===== src/rtl/xbus_pkg.sv =====
package xbus_pkg;
    localparam int CYC_LEN  = 12;
    localparam int HALF     = CYC_LEN / 2;
    localparam int ALE_LEN  = 2;
    localparam int PS_GAP   = 1;
    localparam int PS_LEN   = 3;
    localparam int DS_GAP   = 3;
    localparam int DS_LEN   = 6;
    localparam int PS_START = ALE_LEN + PS_GAP;
    localparam int PS_END   = PS_START + PS_LEN - 1;
    localparam int DS_START = ALE_LEN + DS_GAP;
    localparam int DS_END   = DS_START + DS_LEN - 1;
    localparam int WD_START = ALE_LEN + 1;
    localparam int PH_W     = $clog2(CYC_LEN);

    typedef enum logic [1:0] {
        CYC_FETCH = 2'd0,
        CYC_READ  = 2'd1,
        CYC_WRITE = 2'd2
    } cyc_kind_e;
endpackage


===== src/rtl/xbus_phase_ctr.sv =====
module xbus_phase_ctr
    import xbus_pkg::*;
(
    input  logic            clk,
    input  logic            rst_n,
    output logic [PH_W-1:0] ph,
    output logic [PH_W-1:0] ph_nx,
    output logic            last
);
    always_comb begin
        last  = (ph == PH_W'(CYC_LEN - 1));
        ph_nx = last ? '0 : ph + 1'b1;
    end

    always_ff @(posedge clk) begin
        if (!rst_n) ph <= PH_W'(CYC_LEN - 1);
        else        ph <= ph_nx;
    end

    // phase never leaves the machine-cycle range
    p_ph_range_r2: assert property (@(posedge clk) disable iff (!rst_n)
        ph < PH_W'(CYC_LEN));
endmodule


===== src/rtl/xbus_cycle_fsm.sv =====
module xbus_cycle_fsm
    import xbus_pkg::*;
#(
    parameter int DATA_W = 8
) (
    input  logic              clk,
    input  logic              rst_n,
    input  logic              last,
    input  logic              dm_req,
    input  logic              dm_wr,
    input  logic [DATA_W-1:0] dm_wdata,
    output cyc_kind_e         st_nx,
    output logic [DATA_W-1:0] wd_q
);
    cyc_kind_e st;

    always_comb begin
        st_nx = st;
        if (last) begin
            unique case (st)
                CYC_FETCH, CYC_READ, CYC_WRITE: begin
                    if (!dm_req)    st_nx = CYC_FETCH;
                    else if (dm_wr) st_nx = CYC_WRITE;
                    else            st_nx = CYC_READ;
                end
                default: st_nx = CYC_FETCH;
            endcase
        end
    end

    always_ff @(posedge clk) begin
        if (!rst_n) st <= CYC_FETCH;
        else        st <= st_nx;
    end

    always_ff @(posedge clk) begin
        if (!rst_n)                 wd_q <= '0;
        else if (last && dm_req)    wd_q <= dm_wdata;
    end

    // the cycle type only changes across a machine-cycle boundary
    p_kind_hold_r4: assert property (@(posedge clk) disable iff (!rst_n)
        !last |=> $stable(st));
endmodule


===== src/rtl/xbus_strobe_gen.sv =====
module xbus_strobe_gen
    import xbus_pkg::*;
(
    input  logic            clk,
    input  logic            rst_n,
    input  logic [PH_W-1:0] ph_nx,
    input  cyc_kind_e       st_nx,
    input  logic            ext_code,
    output logic            ale,
    output logic            psen_n,
    output logic            rd_n,
    output logic            wr_n
);
    logic [PH_W-1:0] lp;
    logic            ale_nx, psen_n_nx, rd_n_nx, wr_n_nx, ds_win;

    always_comb begin
        lp        = (ph_nx >= PH_W'(HALF)) ? ph_nx - PH_W'(HALF) : ph_nx;
        ds_win    = (ph_nx >= PH_W'(DS_START)) && (ph_nx <= PH_W'(DS_END));
        ale_nx    = (ph_nx < PH_W'(ALE_LEN)) ||
                    ((st_nx == CYC_FETCH) && (lp < PH_W'(ALE_LEN)));
        psen_n_nx = !((st_nx == CYC_FETCH) && ext_code &&
                      (lp >= PH_W'(PS_START)) && (lp <= PH_W'(PS_END)));
        rd_n_nx   = !((st_nx == CYC_READ) && ds_win);
        wr_n_nx   = !((st_nx == CYC_WRITE) && ds_win);
    end

    always_ff @(posedge clk) begin
        if (!rst_n) begin
            ale    <= 1'b0;
            psen_n <= 1'b1;
            rd_n   <= 1'b1;
            wr_n   <= 1'b1;
        end else begin
            ale    <= ale_nx;
            psen_n <= psen_n_nx;
            rd_n   <= rd_n_nx;
            wr_n   <= wr_n_nx;
        end
    end

    // a latch pulse lasts exactly two periods
    p_ale_width_r2: assert property (@(posedge clk) disable iff (!rst_n)
        $rose(ale) |=> ale ##1 !ale);
    // program strobe falls one period after the latch pulse falls
    p_psen_gap_r3: assert property (@(posedge clk) disable iff (!rst_n)
        $fell(psen_n) |-> (!$past(ale) && $past(ale, 2)));
    // latch pulse follows a data strobe rise by one period
    p_ale_after_ds_r5: assert property (@(posedge clk) disable iff (!rst_n)
        ($rose(rd_n) || $rose(wr_n)) |=> $rose(ale));
    // strobes never overlap
    p_excl_r12: assert property (@(posedge clk) disable iff (!rst_n)
        $countones({ale, !psen_n, !rd_n, !wr_n}) <= 1);
endmodule


===== src/rtl/xbus_port_mux.sv =====
module xbus_port_mux
    import xbus_pkg::*;
#(
    parameter int ADDR_W = 16,
    parameter int DATA_W = 8
) (
    input  logic              clk,
    input  logic              rst_n,
    input  logic [PH_W-1:0]   ph_nx,
    input  cyc_kind_e         st_nx,
    input  logic              ext_code,
    input  logic [ADDR_W-1:0] fetch_addr,
    input  logic [ADDR_W-1:0] dm_addr,
    input  logic              dm_wide,
    input  logic [DATA_W-1:0] p2_reg,
    input  logic [DATA_W-1:0] wd_q,
    output logic [DATA_W-1:0] p0_out,
    output logic              p0_oe,
    output logic [DATA_W-1:0] p2_out
);
    localparam int HI_W = ADDR_W - DATA_W;

    logic [PH_W-1:0] lp;
    logic            oe_nx;

    always_comb begin
        lp = (ph_nx >= PH_W'(HALF)) ? ph_nx - PH_W'(HALF) : ph_nx;
        unique case (st_nx)
            CYC_FETCH: oe_nx = ext_code && (lp < PH_W'(PS_START));
            CYC_READ:  oe_nx = (ph_nx < PH_W'(DS_START));
            CYC_WRITE: oe_nx = 1'b1;
            default:   oe_nx = 1'b0;
        endcase
    end

    always_ff @(posedge clk) begin
        if (!rst_n) begin
            p0_out <= '0;
            p0_oe  <= 1'b0;
            p2_out <= '0;
        end else begin
            p0_oe <= oe_nx;
            if ((st_nx == CYC_FETCH) && (lp == '0)) begin
                p0_out <= fetch_addr[DATA_W-1:0];
                p2_out <= ext_code ? DATA_W'(fetch_addr[ADDR_W-1 -: HI_W]) : p2_reg;
            end else if ((st_nx != CYC_FETCH) && (ph_nx == '0)) begin
                p0_out <= dm_addr[DATA_W-1:0];
                p2_out <= dm_wide ? DATA_W'(dm_addr[ADDR_W-1 -: HI_W]) : p2_reg;
            end else if ((st_nx == CYC_WRITE) && (ph_nx == PH_W'(WD_START))) begin
                p0_out <= wd_q;
            end
        end
    end
endmodule


===== src/rtl/xbus_seq.sv =====
module xbus_seq
    import xbus_pkg::*;
#(
    parameter int ADDR_W = 16,
    parameter int DATA_W = 8
) (
    input  logic              clk,
    input  logic              rst_n,
    input  logic              ext_code,
    input  logic [ADDR_W-1:0] fetch_addr,
    input  logic              dm_req,
    input  logic              dm_wr,
    input  logic              dm_wide,
    input  logic [ADDR_W-1:0] dm_addr,
    input  logic [DATA_W-1:0] dm_wdata,
    input  logic [DATA_W-1:0] p2_reg,
    input  logic [DATA_W-1:0] p0_in,
    output logic              ale,
    output logic              psen_n,
    output logic              rd_n,
    output logic              wr_n,
    output logic [DATA_W-1:0] p0_out,
    output logic              p0_oe,
    output logic [DATA_W-1:0] p2_out,
    output logic [DATA_W-1:0] fetch_data,
    output logic              fetch_valid,
    output logic [DATA_W-1:0] rd_data,
    output logic              rd_valid,
    output logic              dm_done
);
    logic [PH_W-1:0]   ph, ph_nx;
    logic              last;
    cyc_kind_e         st_nx;
    logic [DATA_W-1:0] wd_q;
    logic              f_take, r_take, d_end;

    xbus_phase_ctr u_ph (
        .clk(clk), .rst_n(rst_n), .ph(ph), .ph_nx(ph_nx), .last(last)
    );

    xbus_cycle_fsm #(.DATA_W(DATA_W)) u_fsm (
        .clk(clk), .rst_n(rst_n), .last(last), .dm_req(dm_req), .dm_wr(dm_wr),
        .dm_wdata(dm_wdata), .st_nx(st_nx), .wd_q(wd_q)
    );

    xbus_strobe_gen u_stb (
        .clk(clk), .rst_n(rst_n), .ph_nx(ph_nx), .st_nx(st_nx), .ext_code(ext_code),
        .ale(ale), .psen_n(psen_n), .rd_n(rd_n), .wr_n(wr_n)
    );

    xbus_port_mux #(.ADDR_W(ADDR_W), .DATA_W(DATA_W)) u_mux (
        .clk(clk), .rst_n(rst_n), .ph_nx(ph_nx), .st_nx(st_nx), .ext_code(ext_code),
        .fetch_addr(fetch_addr), .dm_addr(dm_addr), .dm_wide(dm_wide), .p2_reg(p2_reg),
        .wd_q(wd_q), .p0_out(p0_out), .p0_oe(p0_oe), .p2_out(p2_out)
    );

    // capture at the last low period of a strobe (its rising edge)
    always_comb begin
        f_take = !psen_n && ((ph == PH_W'(PS_END)) || (ph == PH_W'(HALF + PS_END)));
        r_take = !rd_n && (ph == PH_W'(DS_END));
        d_end  = (!rd_n || !wr_n) && (ph == PH_W'(DS_END));
    end

    always_ff @(posedge clk) begin
        if (!rst_n) begin
            fetch_data  <= '0;
            fetch_valid <= 1'b0;
            rd_data     <= '0;
            rd_valid    <= 1'b0;
            dm_done     <= 1'b0;
        end else begin
            fetch_valid <= f_take;
            rd_valid    <= r_take;
            dm_done     <= d_end;
            if (f_take) fetch_data <= p0_in;
            if (r_take) rd_data    <= p0_in;
        end
    end

    // shared port released while the read strobe is low
    p_rd_float_r7: assert property (@(posedge clk) disable iff (!rst_n)
        !rd_n |-> !p0_oe);
    // write data driven while the write strobe is low and held past its rise
    p_wr_drive_r8: assert property (@(posedge clk) disable iff (!rst_n)
        !wr_n |-> p0_oe);
    p_wr_hold_r8: assert property (@(posedge clk) disable iff (!rst_n)
        $rose(wr_n) |-> (p0_oe && $stable(p0_out)));
    // a fetched byte follows a program strobe period
    p_fetch_src_r10: assert property (@(posedge clk) disable iff (!rst_n)
        fetch_valid |-> ($past(!psen_n) && psen_n));
    // done marks the end of a data strobe
    p_done_r9: assert property (@(posedge clk) disable iff (!rst_n)
        dm_done |-> (rd_n && wr_n && $past(!rd_n || !wr_n)));
endmodule


===== config.mk =====
export PLATFORM = sky130hd
export DESIGN_NAME = xbus_seq
export DESIGN_NICKNAME = d
export VERILOG_FILES = /design/src/rtl/xbus_pkg.sv /design/src/rtl/xbus_phase_ctr.sv /design/src/rtl/xbus_cycle_fsm.sv /design/src/rtl/xbus_strobe_gen.sv /design/src/rtl/xbus_port_mux.sv /design/src/rtl/xbus_seq.sv
export SDC_FILE = /design/constraint.sdc
export NUM_CORES = 1
export LEC_CHECK = 0
export ABC_AREA = 1
export BUFFER_PORTS_ARGS = -buffer_cell sky130_fd_sc_hd__buf_2
export CAP_MARGIN = 10
export CORE_ASPECT_RATIO = 1.4
export CORE_MARGIN = 2
export CORE_UTILIZATION = 35
export CTS_CLUSTER_SIZE = 14
export DETAILED_ROUTE_END_ITERATION = 16
export GPL_ROUTABILITY_DRIVEN = 0
export GPL_TIMING_DRIVEN = 0
export HOLD_SLACK_MARGIN = 0.02
export SLEW_MARGIN = 5
export SYNTH_ARGS = -nofsm -noshare
export SYNTH_HDL_FRONTEND = slang
export SYNTH_SLANG_ARGS = --single-unit

===== constraint.sdc =====
create_clock -name clk -period 5.7 [get_ports clk]
set_clock_uncertainty 0.2 [all_clocks]
set_input_delay 0.285 -clock clk [delete_from_list [all_inputs] [get_ports clk]]
set_output_delay 0.285 -clock clk [all_outputs]
set_load 0.03 [all_outputs]

**After elaboration in Yosys (flattened, before gate mapping)**

Index checks and enable logic that the tools add are counted.

- Register bits after elaboration: 54
- Latch bits: 0
- Bits in writable memories: 0
- Bits in read-only memories: 0
- Bits of input ports: 62
- Output and inout bits: 40
- Logic and storage cells: 80
- Memories: 0

- Add/subtract/negate cells: 2
- Multipliers: 0
- Div/mod/pow operators: 0
- $lt $le $gt $ge: 9
- Eq/ne operators: 8
- Shifts and indexed selects: 0
- Multiplexer cells: 14
- Bitwise gates (word level): 0
- Reduce and logical (&&, ||, !) cells: 32

Operators by type and width:

| operator | count |
|---|---|
| 2-to-1 mux 8 bit | 7 |
| logical AND 1 bit | 15 |
| less-than comparator 4 x 2 -> 1 bit (second input constant) | 3 |
| == test 4 bit (second input constant) | 2 |
| >= comparator 4 x 3 -> 1 bit (second input constant) | 2 |
| zero test 4 bit | 2 |
| 2-to-1 mux 2 bit | 4 |
| 2-to-1 mux 4 bit | 2 |
| zero test 1 bit | 6 |
| adder 4 x 1 -> 4 bit (second input constant) | 1 |
| == test 2 x 1 -> 1 bit (second input constant) | 2 |
| == test 2 bit (second input constant) | 2 |
| == test 4 x 2 -> 1 bit (second input constant) | 1 |
| == test 4 x 3 -> 1 bit (second input constant) | 1 |
| >= comparator 4 x 2 -> 1 bit (second input constant) | 1 |
| <= comparator 4 x 3 -> 1 bit (second input constant) | 1 |
| <= comparator 4 bit (second input constant) | 1 |
| zero test 2 bit | 2 |
| less-than comparator 4 x 3 -> 1 bit (second input constant) | 1 |
| nonzero test 2 bit | 2 |
| subtractor 4 x 3 -> 4 bit (second input constant) | 1 |
| logical OR 1 bit | 3 |
| one-hot mux 1 bit (3 select lines) | 1 |
| nonzero test 3 bit | 1 |
| OR reduction 3 bit | 1 |

**Depth between registers and ports, before layout**

Gate-level depths: netlist of run 1.

- Depth in word-level cells: 9
- Mapped depth: 17
- Mapped depth without buffers: 16

**Cells and area by module**

From an unflattened synthesis of run 1, not the netlist that was laid out.

- Cell total of the unflattened synthesis: 480
- Area total of the unflattened synthesis: 3089.2 um2

By module, submodules not included:

| module | instances | cells an instance | area each (um2) | sequential area each (um2) |
|---|---|---|---|---|
| xbus_port_mux | 1 | 252 | 1407.6 | 340.3 |
| xbus_seq | 1 | 110 | 845.8 | 380.4 |
| xbus_cycle_fsm | 1 | 52 | 380.4 | 200.2 |
| xbus_strobe_gen | 1 | 43 | 269.0 | 80.1 |
| xbus_phase_ctr | 1 | 23 | 186.4 | 80.1 |

**Worst setup path before layout of run 1**

Ideal clock, no wire load.

- Path type: reg2reg
- Start point: register u_ph.ph[0]
- End point: register u_mux.p0_out[0]
- Library setup time: 111 ps
- Arrival: 2076 ps
- Required time: 5389 ps
- Setup slack: 3313 ps
- Stages on the path, launching flop included: 15
- Path buffers: 2
- Period minus slack after synthesis: 2387 ps
- Cells stage by stage: dfxtp_1 -> ha_1 -> nand3_2 -> buf_6 -> nand2_4 -> inv_1 -> ha_1 -> nand2_1 -> nand3_1 -> nand2_2 -> nand3_4 -> and2_4 -> buf_6 -> nor2_1 -> nor2_1

- Word-level cells in the longest chain between the ends: 7
- Elaborated cells on any way between the ends: 19
- Classes of those cells: add/sub (2); order compare (1); eq/ne (3); mux (5); reduce/logical (8)

RTL lines:

| item | RTL line | RTL |
|---|---|---|
| start: declaration | xbus_phase_ctr.sv:6 | `output logic [PH_W-1:0] ph,` |
| start signal: assignment | xbus_phase_ctr.sv:16 | `if (!rst_n) ph <= PH_W'(CYC_LEN - 1);` |
| start signal: assignment | xbus_phase_ctr.sv:17 | `else ph <= ph_nx;` |
| adder 4 x 1 -> 4 bit or == test 4 bit (tied branches) | xbus_phase_ctr.sv:12, xbus_phase_ctr.sv:11 |  |
| 2-to-1 mux 4 bit (*) | xbus_phase_ctr.sv:12 | `ph_nx = last ? '0 : ph + 1'b1;` |
| via ph_nx[2] | xbus_seq.sv:31 | `logic [PH_W-1:0] ph, ph_nx;` |
| subtractor 4 x 3 -> 4 bit or >= comparator 4 x 3 -> 1 bit (tied branches) | xbus_port_mux.sv:27 | `lp = (ph_nx >= PH_W'(HALF)) ? ph_nx - PH_W'(HALF) : ph_nx;` |
| 2-to-1 mux 4 bit | xbus_port_mux.sv:27 |  |
| zero test 4 bit | xbus_port_mux.sv:43 | `if ((st_nx == CYC_FETCH) && (lp == '0)) begin` |
| logical AND 1 bit | xbus_port_mux.sv:43 |  |
| nonzero test 3 bit (no line) or 2-to-1 mux 8 bit (tied branches) | -- |  |
| end signal: assignment | xbus_port_mux.sv:44 | `p0_out <= fetch_addr[DATA_W-1:0];` |
| end signal: assignment | xbus_port_mux.sv:47 | `p0_out <= dm_addr[DATA_W-1:0];` |
| end signal: assignment | xbus_port_mux.sv:50 | `p0_out <= wd_q;` |
| end: declaration | xbus_port_mux.sv:17 | `output logic [DATA_W-1:0] p0_out,` |

The timed path passes the listed nets; every way through them passes the cells marked *.
A chain may end at the register's enable or synchronous reset.

**Worst setup path after layout of run 1**

Same ends and word-level chain as after synthesis.

==> parameters.txt, run 1 <==
Parameter                              Value

Timing
  Final-layout setup total negative slack ... 0 ps
  Max Freq ... 366 MHz
  RSZ-0062 raised after global routing ... false
  Slew at the pin closest to its max-slew limit ... 561 ps
  Number of slew-limit violations in the final report ... 0
  Number of setup violations in the final report ... 0
  Minimum clock period ... roughly 2700 ps
  Final Hold Viols ... 0
  Crit share post-route ... 48.0%
  Slew headroom ... a little over three fifths
  Hold slack final ... 21.3 ps

Critical path
  CP Data Required Time ... between 5000 and 6000 ps
  Instance count on the critical path ... 14
  Register-to-Register Path Depth ... 14
  Data arrival time of the worst path ... about 2700 ps
  Critical path, cell by cell ... ha_1, nand3_2, buf_6, nand2_4, inv_1, ha_1, nand2_1, nand3_1, nand2_2, nand3_4, and2_4, buf_6, nor2_1, nor2_1
  Crit-path slowest cell ... sky130_fd_sc_hd__dfxtp_1
  CP delay by family, top ... simple AND/OR/NAND/NOR gates
  Crit-path max cell delay ... about 490 ps
  Critical path class ... flip-flop to flip-flop
  Setup slack of the most critical reg-to-reg path ... between 2000 and 3000 ps
  Buffering stage count on the worst path with inverters included ... 3
  Kind of start point of the critical path ... flip-flop
  Crit path max fanout ... 10
  Element type at the critical path end ... flip-flop

CTS
  # Post-CTS Setup Buffers ... 0
  Total clock buffers created by CTS ... 5
  Clock-pin transition on the worst setup and hold timing paths ... approximately 70 ps
  Clock Tree Buf Depth ... 2
  Clock root buffer ... sky130_fd_sc_hd__clkbuf_16
  Count of clock tree sinks ... between 50 and 60
  CTS Hold Bufs ... 0
  Number of gates given a new drive strength after cts ... 0
  Clock tree from TritonCTS ... done
  Clock insertion delay at the later pin of the skew report ... 290 ps
  Number of levels the H-tree was split into ... 2

Layout
  Growth of design area from synthesis to finish ... 27.0%
  Commonest non-fill, non-tap cell in the layout ... sky130_fd_sc_hd__nand2_1
  N_diodes ... 0
  Final-layout fill cell count ... between 800 and 900
  Layout cell share with drive strength beyond 1 ... ~25%
  Highest-count cells in the layout ignoring fill and taps ... sky130_fd_sc_hd__nand2_1 (104), sky130_fd_sc_hd__buf_2 (102), sky130_fd_sc_hd__nor2_1 (76)
  NumNets Final ... roughly 600

Routing
  Overall routed net length ... between 7000 and 8000 um
  Final routed wire length divided by cell count ... around 12 um
  Wire length on met3 ... between 500 and 600 um
  Number of detailed-routing iterations run before antenna repair ... 4
  Number of nets with antenna violations after detailed routing ... 0
  Detailed-route via count ... 2905
  Avg Vias per Cell ... 4.63
  Number of remaining DRC errors ... 0
  Highest metal layer with signal wires ... met4
  DRC violation total after the first TritonRoute iteration ... roughly 140
  Met2 Routed Length ... 3700 um
  Total routed wire length on the met1 layer ... 3180 um

Synthesis
  Share of async-settable or async-resettable flops after synthesis ... 0%
  Number of synthesis warnings ... 0
  Synthesized area per cell ... 6.85 um^2
  Post-Syn Instances ... between 400 and 500
  Post-synthesis sequential area ratio ... 37.7%
  Prevailing post-synth register cell ... sky130_fd_sc_hd__dfxtp_1
  Share of the synthesized area in the top cell type ... 37.7%
  Cell type contributing the most total cell area after synthesis ... sky130_fd_sc_hd__dfxtp_1
  Synthesized netlist net count ... approximately 490
  Count of cell types in the netlist ... 28
  Largest cells by area after synthesis ... sky130_fd_sc_hd__dfxtp_1 (38%), sky130_fd_sc_hd__nand2_1 (14%), sky130_fd_sc_hd__nor2_1 (10%), sky130_fd_sc_hd__o21ai_0 (9.1%), sky130_fd_sc_hd__nand3_1 (4.2%)
  Total of flip-flops plus latches after synthesis ... between 50 and 60
  Cell area after technology mapping ... 0.00287 mm^2
  EDFF count, synth ... 0

Die
  Die Y ... around 110 um
  Core Region ... roughly 0.008 mm^2
  Number of ports placed on the die boundary ... 102
  Die outline area ... ~0.0089 mm^2
  Std-Cell Rows ... 39
  Starting density of the core ... between 30% and 40%
  Width of the chip ... about 80 um

Worst hold path
  Class of the most critical hold timing path ... input pin to flip-flop
  Depth of the worst hold-timing path ... 3

Global routing
  Number of global-route vias before repair ... 2935
  Initial antenna violation count ... 0
  Largest net degree at the start of global routing ... 17
  First-pass GRT wire length ... around 13000 um
  Grt total ovfl ... 0
  Total GRT Usage ... between 10% and 20%

Power and ir drop
  Worst ir drop on vdd ... around 0.00019 V
  Leak ... between 1.5 and 2 nW
  P per Cell Area ... approximately 430 mW/mm^2

Place
  Final HPWL from detailed placement ... approximately 5900 um
  Number of port buffers ... 99

Job
  Maximum Capacitance Violations ... 0

Outcome
  Status ... complete, no violations
## routing by layer
| metal | global-route usage [%] | up-vias |
|---|---|---|
| met5 | 0 | - |
| met1 | 18.8 | 1248 |
| met2 | 32.0 | 94 |
| met3 | 4.40 | 11 |
| li1 | - | 1552 |
| met4 | 5.99 | 0 |
## final timing paths
kind                     from         endpoint
setup / recovery   u_ph.ph[0]  u_mux.p0_out[0]
hold / removal    dm_wdata[7]    u_fsm.wd_q[7]
setup reg to reg   u_ph.ph[0]  u_mux.p0_out[0]
hold reg to reg    u_stb.wr_n          dm_done
## through the flow
step           setup WS [ps]  util, %  cell area, um^2  instances  power (mW)
2_1_floorplan           3310        -             2870        418        1.09
3_3_place_gp            3040     43.3             3490        619        1.27
3_5_place_dp            2980     43.3             3490        619        1.28
4_1_cts                 2970     45.2             3640        627        1.59
5_1_grt                 2670     45.2             3640        627        1.70
6_report                2960     45.2             3640        627        1.57
## power by group
part	total (mW)	leakage, nW	switching (mW)	internal, mW
Sequential	0.508	0.441	0.0459	0.462
Combinational	0.759	1.41	0.498	0.261
Clock	0.306	0.0729	0.132	0.174
Total	1.57	1.92	0.676	0.897
## synthesized netlist by cell type (2+ instances only)
cell	number
sky130_fd_sc_hd__inv_2	2
sky130_fd_sc_hd__nor3_1	3
sky130_fd_sc_hd__o21ai_0	52
sky130_fd_sc_hd__nand3b_1	9
sky130_fd_sc_hd__nor2_4	3
sky130_fd_sc_hd__nand2_4	3
sky130_fd_sc_hd__nand2_1	104
sky130_fd_sc_hd__inv_1	32
sky130_fd_sc_hd__a21oi_1	10
sky130_fd_sc_hd__nor2_1	76
sky130_fd_sc_hd__buf_6	4
sky130_fd_sc_hd__nor2_8	2
sky130_fd_sc_hd__clkbuf_1	7
sky130_fd_sc_hd__dfxtp_1	54
sky130_fd_sc_hd__ha_1	7
sky130_fd_sc_hd__nand4_1	12
sky130_fd_sc_hd__nand3_1	24
sky130_fd_sc_hd__nand3_4	2
sky130_fd_sc_hd__buf_2	3
## logic make-up after synthesis
logic type	count (synthesis)	share of synthesized area, %
AO/OA/AOI/OAI	63	11.1
adder cells (fa/ha/maj)	7	3.06
buffers and inverters	51	8.03
flip-flops	54	37.7
AND/OR/NAND/NOR	243	40.0
## worst register-to-register path, delay by kind of cell (launching register included)
| family | cells | cell delay (ps) |
|---|---|---|
| and+or+nand+nor | 9 | 1110 |
| DFF | 1 | 490 |
| adders and majority gates | 2 | 470 |
| buffers and inverters | 3 | 350 |
## sequential cells by signal, indices dropped and copies added (netlist names), 2 cells and up
register      count
rd_data           8
u_mux.p2_out      8
u_mux.p0_out      8
u_fsm.st          2
u_ph.ph           4
u_fsm.wd_q        8
fetch_data        8
## layout make-up
cell class	count	area, um^2	share of cell area [%]
flip-flops and latches	54	1080	29.7
plain buffers	15	90.1	2.48
inverters	36	140	3.85
repair buffers	99	495	13.6
clock buffers	6	139	3.82
well taps	102	128	3.51
clock inverters	2	12.5	0.344
multi-input cells	313	1550	42.7
Note: power is estimated with default switching activity, not from simulation.
==> inputs of run 2 (changes only) <==
ABC_AREA = 0   (was 1)
clock period = 2.41 ns   (was 5.7 ns; I/O delays follow)
==> parameters.txt, run 2 <==
Parameter                              Value

Routing
  Detailed-route via count ... 2932 (+0.93%)
  DRC violation total after the first TritonRoute iteration ... 159 (+13%)
  Number of detailed-routing iterations run before antenna repair ... 4 (unchanged)
  Number of remaining DRC errors ... 0 (unchanged)
  Avg Vias per Cell ... 5.07 (+9.5%)
  Final routed wire length divided by cell count ... 15.1 um (+25%)
  Overall routed net length ... 8730 um (+16%)
  Number of nets with antenna violations after detailed routing ... 0 (unchanged)

Layout
  Growth of design area from synthesis to finish ... 48.3%
  Highest-count cells in the layout ignoring fill and taps ... sky130_fd_sc_hd__buf_2 (101), sky130_fd_sc_hd__nand2_1 (55), sky130_fd_sc_hd__dfxtp_1 (51)
  Number of standard cells in the final layout excluding fillers ... 578 (-7.8%)
  Final-layout fill cell count ... 729 (-18%)
  Commonest non-fill, non-tap cell in the layout ... sky130_fd_sc_hd__buf_2
  NumNets Final ... 547 (-7.8%)
  Share of the core filled with cells in the final layout ... 53.5% (+8.3 points)
  Layout cell share with drive strength beyond 1 ... 37.7% (+13 points)
  N_diodes ... 0 (unchanged)

CTS
  Clock tree from TritonCTS ... done
  Total clock buffers created by CTS ... 5 (unchanged)
  Number of levels the H-tree was split into ... 2 (unchanged)
  Clock root buffer ... sky130_fd_sc_hd__clkbuf_8
  Clock-pin transition on the worst setup and hold timing paths ... 100 ps (+30 ps)
  Clock insertion delay at the later pin of the skew report ... 310 ps (+20 ps)
  Clock Tree Buf Depth ... 2 (unchanged)
  Count of clock tree sinks ... 54 (unchanged)

Timing
  Minimum clock period ... 2490 ps (-250 ps)
  RSZ-0062 raised after global routing ... true
  Crit path setup slack, layout ... -76.0 ps (-3040 ps)
  Number of slew-limit violations in the final report ... 0 (unchanged)
  Slew headroom ... 54.6% (-7.8 points)
  Slew at the pin closest to its max-slew limit ... 680 ps (+119 ps)
  Final Hold Viols ... 0 (unchanged)
  Max Freq ... 402 MHz (+10%)
  Crit share post-route ... 103% (+55 points)
  Number of setup violations in the final report ... 8 (+8)

Outcome
  Status ... finished with violations
  Violated checks ... setup timing

Die
  Std-Cell Rows ... 38 (-2.6%)
  Width of the chip ... 79.8 um (-0.88%)
  Core Region ... 0.00780 mm^2 (-3.2%)
  Starting density of the core ... 36.1% (+0.49 points)
  Die Y ... 110 um (-0.89%)
  Number of ports placed on the die boundary ... 102 (unchanged)
  Die outline area ... 0.00878 mm^2 (-1.8%)

Global routing
  Grt total ovfl ... 0 (unchanged)
  Total GRT Usage ... 19.8% (+2.4 points)
  Initial antenna violation count ... 0 (unchanged)
  Number of global-route vias before repair ... 2937 (+0.068%)
  Largest net degree at the start of global routing ... 16 (-1)
  First-pass GRT wire length ... 13800 um (+9.2%)

Critical path
  Register-to-Register Path Depth ... 11 (-3)
  CP Data Required Time ... 2420 ps (-3260 ps)
  Element type at the critical path end ... flip-flop
  Setup slack of the most critical reg-to-reg path ... -80 ps (-3040 ps)
  Cell type with the highest occurrence count on the critical path ... sky130_fd_sc_hd__ha_4
  CP delay by family, top ... simple AND/OR/NAND/NOR gates
  Critical path, cell by cell ... ha_4, and2b_2, nor2_4, inv_2, ha_4, inv_4, a31oi_4, or4b_4, buf_6, o21ai_2, a31oi_1
  Kind of start point of the critical path ... flip-flop
  Terminus of the critical flop-to-flop path ... u_mux.p2_out[6]
  Buffering stage count on the worst path with inverters included ... 3 (unchanged)
  Crit-path max cell delay ... 580 ps (+90 ps)
  Critical path class ... flip-flop to flip-flop
  Crit path max fanout ... 5 (-5)
  Crit-path slowest cell ... sky130_fd_sc_hd__or4b_4
  Data arrival time of the worst path ... 2490 ps (-230 ps)
  Startpoint of the worst register-to-register path ... u_ph.ph[0]

Place
  Placed cell count ... 526 (-15%)
  Final HPWL from detailed placement ... 6090 um (+2.4%)
  DP Worst Slack ... -496 ps (-3480 ps)
  Number of port buffers ... 99 (unchanged)

Synthesis
  Synthesized netlist net count ... 396 (-19%)
  Synthesized area per cell ... 8.60 um^2 (+25%)
  Total of flip-flops plus latches after synthesis ... 54 (unchanged)
  Largest cells by area after synthesis ... sky130_fd_sc_hd__dfxtp_1 (38%), sky130_fd_sc_hd__mux2i_1 (8.9%), sky130_fd_sc_hd__nand2_1 (7.3%), sky130_fd_sc_hd__a31oi_1 (4.2%), sky130_fd_sc_hd__a21oi_1 (3.4%)
  Most frequently used cell type in the post-synthesis netlist ... sky130_fd_sc_hd__nand2_1
  Cell area after technology mapping ... 0.00281 mm^2 (-1.8%)
  Share of the synthesized area in the top cell type ... 38.4% (+0.70 points)
  Post-synthesis sequential area ratio ... 38.4% (+0.70 points)
  Commonest cells post-synth ... sky130_fd_sc_hd__nand2_1 (55), sky130_fd_sc_hd__dfxtp_1 (54), sky130_fd_sc_hd__mux2i_1 (25), sky130_fd_sc_hd__a21oi_1 (19), sky130_fd_sc_hd__a31oi_1 (19)
  Cell type contributing the most total cell area after synthesis ... sky130_fd_sc_hd__dfxtp_1
  EDFF count, synth ... 0 (unchanged)
  Post-Syn Instances ... 327 (-22%)
  Count of cell types in the netlist ... 57 (+100%)
  Share of async-settable or async-resettable flops after synthesis ... 0% (unchanged)
  Number of synthesis warnings ... 0 (unchanged)
  Prevailing post-synth register cell ... sky130_fd_sc_hd__dfxtp_1

Power and ir drop
  Leak ... 1.78 nW (-7.4%)
  P per Cell Area ... 771 mW/mm^2 (+78%)
  Worst ir drop on vdd ... 0.000418 V (+120%)
  Design Power ... 3.22 mW (+100%)

Worst hold path
  Depth of the worst hold-timing path ... 4 (+1)
  Class of the most critical hold timing path ... input pin to flip-flop
  Worst Min Path Start ... fetch_addr[11]
  Worst Hold Path EP ... u_mux.p2_out[3]

Job
  Maximum Capacitance Violations ... 0 (unchanged)
[run 2: cell count changes in the layout (fill, tap and decap cells not counted), moves of 7 or more]
cell,before,now
sky130_fd_sc_hd__a21oi_1,10,18
sky130_fd_sc_hd__a31oi_1,0,18
sky130_fd_sc_hd__buf_4,0,20
sky130_fd_sc_hd__dlygate4sd3_1,0,26
sky130_fd_sc_hd__inv_1,32,4
sky130_fd_sc_hd__mux2_2,0,8
sky130_fd_sc_hd__mux2i_1,0,25
sky130_fd_sc_hd__nand2_1,104,55
sky130_fd_sc_hd__nand3_1,24,3
sky130_fd_sc_hd__nand3b_1,9,2
sky130_fd_sc_hd__nand4_1,12,3
sky130_fd_sc_hd__nor2_1,76,17
sky130_fd_sc_hd__o21ai_0,52,13
sky130_fd_sc_hd__or3_1,0,8
[run 2: cells by family (layout without fill, tap and decap cells)]
family,count (synthesis),after routing,synth area share (%)
DFF,54,54,38.4
xor gates and xnor gates,1,1,0.311
adders and majority gates,7,7,3.11
buffers and inverters,26,176,4.67
muxes,34,34,12.9
and+or+nand+nor,122,123,22.3
AOI/OAI and AO/OA,83,83,18.2
[run 2: final cells by class]
type | count | area, um^2 | area share, %
multi-input cells | 248 | 1820 | 43.5
flip-flops and latches | 54 | 1090 | 26.1
repair buffers | 145 | 907 | 21.8
well taps | 100 | 125 | 3.00
clock buffers | 7 | 108 | 2.58
plain buffers | 17 | 96.3 | 2.31
inverters | 7 | 28.8 | 0.690
[run 2: where the power goes]
group          internal [mW]  switching, mW  total [mW]
clock                  0.291          0.298       0.589
combinational          0.606          0.929        1.53
sequential              1.02         0.0728        1.09
total                   1.92           1.30        3.22
[run 2: worst max path at each step]
stage,from,end,depth (start not counted)
6_report,u_ph.ph[0],u_mux.p2_out[6],11
3_5_place_dp,u_ph.ph[1],u_mux.p2_out[6],13
2_1_floorplan,u_ph.ph[1],u_mux.p2_out[7],13
5_1_grt,u_ph.ph[0],u_mux.p2_out[7],11
4_1_cts,u_ph.ph[0],u_mux.p2_out[6],11
3_3_place_gp,u_ph.ph[1],u_mux.p2_out[7],13
[run 2: repair_timing]
item                       CTS  global route
cloned                       2             0
setup endpoints to repair   16            16
buffers inserted            12             7
pin swaps                   10             6
hold buffers                26             0
resized for setup           15            17
hold endpoints to repair    38             0
[run 2: metal layers]
layer | vias up | wire, um | track usage, %
li1 | 1482 | - | -
met1 | 1342 | 3610 | 23.3
met2 | 96 | 4540 | 35.8
met3 | 12 | 403 | 2.61
met4 | 0 | 166 | 8.35
met5 | - | 0 | 0
[run 2: metrics by stage]
stage,hold slack [ps],setup TNS (ps),cell area (um^2)
detailed placement,126,-6920,3500
CTS,21.6,-75.5,4020
global route,40.1,-1290,4170
finish,21.0,-279,4170
global placement,126,-6630,3500
floorplan,29.0,-2760,2880
[run 2: tightest hold or removal path: cells and delay by family]
kind,cells,cell delay (ps)
buffers and inverters,1,70
AOI/OAI and AO/OA,2,180
muxes,1,130
